### config.mk
export PLATFORM = sky130hd
export DESIGN_NAME = fault_qualifier
export DESIGN_NICKNAME = d
export VERILOG_FILES = /design/src/rtl/fault_qualifier.sv
export SDC_FILE = /design/constraint.sdc
export NUM_CORES = 1
export LEC_CHECK = 0
export CAP_MARGIN = 20
export CELL_PAD_IN_SITES_DETAIL_PLACEMENT = 2
export CELL_PAD_IN_SITES_GLOBAL_PLACEMENT = 2
export CORE_ASPECT_RATIO = 0.75
export CORE_MARGIN = 3
export CORE_UTILIZATION = 35
export DETAILED_ROUTE_END_ITERATION = 10
export DONT_BUFFER_PORTS = 1
export GPL_TIMING_DRIVEN = 0
export PLACE_DENSITY = 0.74
export SLEW_MARGIN = 20
export SYNTH_ARGS = -nofsm -noshare
export SYNTH_HDL_FRONTEND = slang
export SYNTH_SLANG_ARGS = --single-unit
### constraint.sdc
create_clock -name clk -period 4.4 [get_ports clk]
set_input_delay 1.32 -clock clk [delete_from_list [all_inputs] [get_ports clk]]
set_output_delay 1.32 -clock clk [all_outputs]
set_load 0.005 [all_outputs]
### src/rtl/fault_qualifier.sv
module fault_qualifier #(
  parameter int DEPTH = 4,
  parameter int QBIT  = 4
) (
  input  logic       clk,
  input  logic       rst,
  input  logic       smp_vld,
  input  logic       below_low,
  input  logic       above_high,
  input  logic       above_crit,
  input  logic [7:0] cfg_byte,
  input  logic       int_mode,
  input  logic       reg_rd,
  input  logic       shutdown,
  output logic       flag_low,
  output logic       flag_high,
  output logic       flag_crit,
  output logic       int_o,
  output logic       crit_o
);
  localparam int CW = $clog2(DEPTH + 1);
  localparam logic [CW-1:0] CMAX = CW'(DEPTH);

  logic [2:0]    cond, q, q_nx;
  logic [CW-1:0] cnt [3];
  logic [CW-1:0] cnt_nx [3];
  logic          queue_en, take, int_evt, int_lat;

  assign cond     = {above_crit, above_high, below_low};
  assign queue_en = cfg_byte[QBIT];
  assign take     = smp_vld && !shutdown;

  always_comb begin
    for (int i = 0; i < 3; i++) begin
      if (!cond[i])          cnt_nx[i] = '0;
      else if (cnt[i] == CMAX) cnt_nx[i] = CMAX;
      else                   cnt_nx[i] = cnt[i] + 1'b1;
      q_nx[i] = cond[i] && (!queue_en || cnt_nx[i] == CMAX);
    end
  end

  always_ff @(posedge clk) begin
    if (rst || shutdown) begin
      q <= '0;
      for (int i = 0; i < 3; i++) cnt[i] <= '0;
    end else if (smp_vld) begin
      q <= q_nx;
      for (int i = 0; i < 3; i++) cnt[i] <= cnt_nx[i];
    end
  end

  assign int_evt = take && int_mode && ((q_nx[0] && !q[0]) || (q_nx[1] && !q[1]));

  always_ff @(posedge clk) begin
    if (rst || shutdown || !int_mode) int_lat <= 1'b0;
    else if (int_evt)                 int_lat <= 1'b1;
    else if (reg_rd)                  int_lat <= 1'b0;
  end

  assign flag_low  = q[0];
  assign flag_high = q[1];
  assign flag_crit = q[2];
  assign crit_o    = q[2];
  assign int_o     = int_mode ? int_lat : (q[0] || q[1]);

  generate
    for (genvar g = 0; g < 3; g++) begin : g_chk
      p_sat_r11: assert property (@(posedge clk) disable iff (rst)
        cnt[g] <= CMAX);
      p_run_r2: assert property (@(posedge clk) disable iff (rst)
        take && queue_en && !q[g] |=> !q[g] || cnt[g] == CMAX);
      p_clean_r3: assert property (@(posedge clk) disable iff (rst)
        take && !cond[g] |=> !q[g] && cnt[g] == '0);
    end
  endgenerate

  p_hold_r5: assert property (@(posedge clk) disable iff (rst)
    !smp_vld && !shutdown |=> $stable(q));
  p_sd_r9: assert property (@(posedge clk) disable iff (rst)
    shutdown |=> !int_o && !crit_o && q == 3'b000);
  p_rd_r7: assert property (@(posedge clk) disable iff (rst)
    int_mode && reg_rd && !int_evt |=> !int_o || !int_mode);
  p_evt_r7: assert property (@(posedge clk) disable iff (rst)
    int_evt |=> int_o || !int_mode || shutdown);
endmodule

==> impl_metrics.yaml <==
status:
  run_status: "completed"
synthesis:
  post_synth_instance_area_sq_um: 817
  most_instantiated_cells_after_synthesis: "edfxtp_1 (9), inv_1 (8), nor2_1 (8)"
  yosysSeqAreaShare: 0.429
  synthesis.nets: 104
  synthFlopType: "edfxtp_1"
  synth_async_sr_flop_share: 0
  synthDistinctLibCells: 30
  ys_ff_latch: 13
  post_synth_edffs: 9
  cells_taking_the_most_area_after_synthesis: "edfxtp_1 (33%), dfxtp_1 (9.8%), ha_1 (9.2%)"
  ys_warn_count: 0
  synth_top_area_frac: 0.331
  synth.most_common_cell: "edfxtp_1"
  synthesized_area_divided_by_synthesized_cell_count_sq_um: 10.1
  synth_top_area_cell: "edfxtp_1"
  syn_inst: 81
sta:
  finalHoldViolations: 0
  finalClockSkew_ns: 0.00451
  maxSlewViolCount: 0
  rsz0062_at_grt: "false"
  fmax_ghz: 0.353
  worst_slew_pin_slew_ns: 0.510
  min_period_over_period: 0.645
  max_slew_margin: 0.659
  post-route-worst-setup-slack_ns: 1.56
  timing.final.setup_violations: 0
  tns_ns: 0
  finalWorstPathRequiredPeriod_ns: 2.84
final_layout:
  antenna_cells: 0
  layout.cell_area.non_filler_sq_um: 873
  syn2layout_area_growth_pct: 6.89
  fin_nets: 109
  final_cell_count_no_fill: 109
  fill_cells: 248
  proportion_of_layout_cells_with_a_drive_suffix_above_1: 0.118
power:
  clock_power_share: 0.312
  switching_share_of_power: 0.244
  power.leakage_nw: 0.343
  combPwrFrac: 0.103
  cell_internal_pwr_mw: 0.182
  power_density_nw_per_um2: 275
  sequentialPowerShare: 0.585
  p_switching_mw: 0.0585
  vdd_ir_drop_max_mv: 0.153
floorplanning:
  fp.dieW_um: 61.8
  die_area_sq_um: 2960
  floorplan.initialDensity: 0.389
  floorplan.io_pins: 22
  core_sq_um: 2100
  chipHeight_um: 47.8
  row_count: 14
clocking:
  worstSkewPairLatency_ns: 0.28
  numClockSinks: 13
  cts_root_buf: "clkbuf_4"
  clockBufferDepth: 2
  tritoncts_clock_tree: "yes"
  ctsResizeCount: 0
  cts_made_buffers: 3
  h-tree-depth: 1
  clk_transition_reported_paths_ns: 0.08
  post_cts.repair.setup_buffers: 0
  cts.hold.buffers_added: 0
critical_path:
  crit_path_cell_trace: "o21ai_0"
  timing.critical_path.from_type: "input pin"
  worst_ep_required_time_ns: 3.08
  worst_path_dominant_cell_family: "compound AO/OA/AOI/OAI gates"
  crit_arrival_ns: 1.52
  end_kind: "primary output"
  critical_path_class: "input pin to primary output"
  critical_path.max_fanout: 4
  critical_path.n_buffers_inverters: 0
  crit_path_top_delay_cell: "o21ai_0"
  worst_stage_delay_on_the_critical_path_ns: 0.20
drt:
  ant_nets: 0
  vias: 612
  detail_route.vias_per_cell: 5.61
  drt-wirelength-per-cell_um: 17.2
  initialDrtViolationCount: 14
  drt_wl_total_mm: 1.87
  remaining_routing_drc_violations: 0
  firstDrtPassIters: 4
placement:
  numPortBuffers: 0
  gp_congestion: 0.761
  dpl_cell_area_sq_um: 847
  post-place-cells: 105
  dp_worst_setup_slack_ns: 1.55
  detailed_place_hpwl_mm: 1.46
grt:
  grt-ovfl-total: 0
  first_global_vias: 655
  number_of_antenna_violations_at_the_first_check_in_global_routing: 0
  grt_start_max_net_pins: 10
  global_route.usage.total: 0.154
  grt_first_pass_wirelength_mm: 3.24
run:
  max_cap_viols: 0
min_path:
  classification_of_the_worst_slack_hold_path: "flip-flop to flip-flop"
[layout by cell type (no fill, tap or decap)]
cell and n:
a211oi_1 3, a32o_1 2, nand2_1 4, and2b_1 1, buf_4 1, clkbuf_4 3, a22oi_2 1, and4bb_4 1
xnor2_1 1, ha_1 6, xor2_1 2, a31oi_1 1, edfxtp_1 9, nand4b_1 1, dfxtp_1 4, or4_1 1
and2_1 2, nand2b_1 3, o211ai_1 1, nand3b_2 1, a22oi_1 1, and3_2 2, o21ai_0 4, nand3_1 3
nor4b_1 1, a21oi_1 1, clkbuf_1 1, nand3b_1 2, inv_1 8, nor3_1 5, nand3b_4 1, nor2_1 8
[sequential cells by signal (all words and copies together), names as in the netlist]
register / flops
cnt: 9
int_lat: 1
q: 3
[cells by family (layout without fill, tap and decap cells)]
| group | after synthesis | in the layout | share of synthesized area |
|---|---|---|---|
| xor+xnor | 3 | 3 | 0.0322 |
| compound gates | 14 | 14 | 0.124 |
| flops | 13 | 13 | 0.429 |
| simple gates | 36 | 36 | 0.277 |
| fa+ha+maj | 6 | 6 | 0.0919 |
| buf+inv | 9 | 13 | 0.0459 |
[final timing paths]
path	cells after the start	start	slack (ns)	endpoint
max	1	int_mode	1.56	int_o
max reg2reg	5	cnt[0][3]	2.61	int_lat
min	1	q[1]	0.59	q[1]
min reg2reg	1	q[1]	0.59	q[1]
[area by class of cell]
type                            instances  area [sq um]  share of cell area
Multi-Input combinational cell         59           429               0.491
Sequential cell                        13           350               0.401
Inverter                                8          30.0              0.0344
Tap cell                               24          30.0              0.0344
Clock buffer                            4          26.3              0.0301
Buffer                                  1          7.51             0.00860
[power groups by stage]
stage / sequential [mW] / clock [mW] / combinational (mW)
2_1_floorplan: 0.142 / 0 / 0.0194
3_3_place_gp: 0.143 / 0 / 0.0236
3_5_place_dp: 0.143 / 0 / 0.0243
4_1_cts: 0.141 / 0.0776 / 0.0250
5_1_grt: 0.142 / 0.0860 / 0.0288
6_report: 0.140 / 0.0750 / 0.0247
[per-stage QoR]
step / util / hold WS (ns) / total power [mW]
5_1_grt: 0.415 / 0.644 / 0.256
4_1_cts: 0.415 / 0.606 / 0.243
2_1_floorplan: - / 0.537 / 0.161
3_5_place_dp: 0.403 / 0.578 / 0.168
6_report: 0.415 / 0.594 / 0.240
3_3_place_gp: 0.403 / 0.575 / 0.167
[routing by layer]
layer / wire length (um) / vias to the layer above / part of all wire / GRT usage
li1: - / 303 / - / -
met1: 984 / 293 / 0.53 / 0.217
met2: 774 / 16 / 0.41 / 0.225
met3: 111 / 0 / 0.059 / 0.0620
met4: 0 / 0 / 0 / 0.0254
met5: 0 / - / 0 / 0
Note: power is estimated with default switching activity, not from simulation.
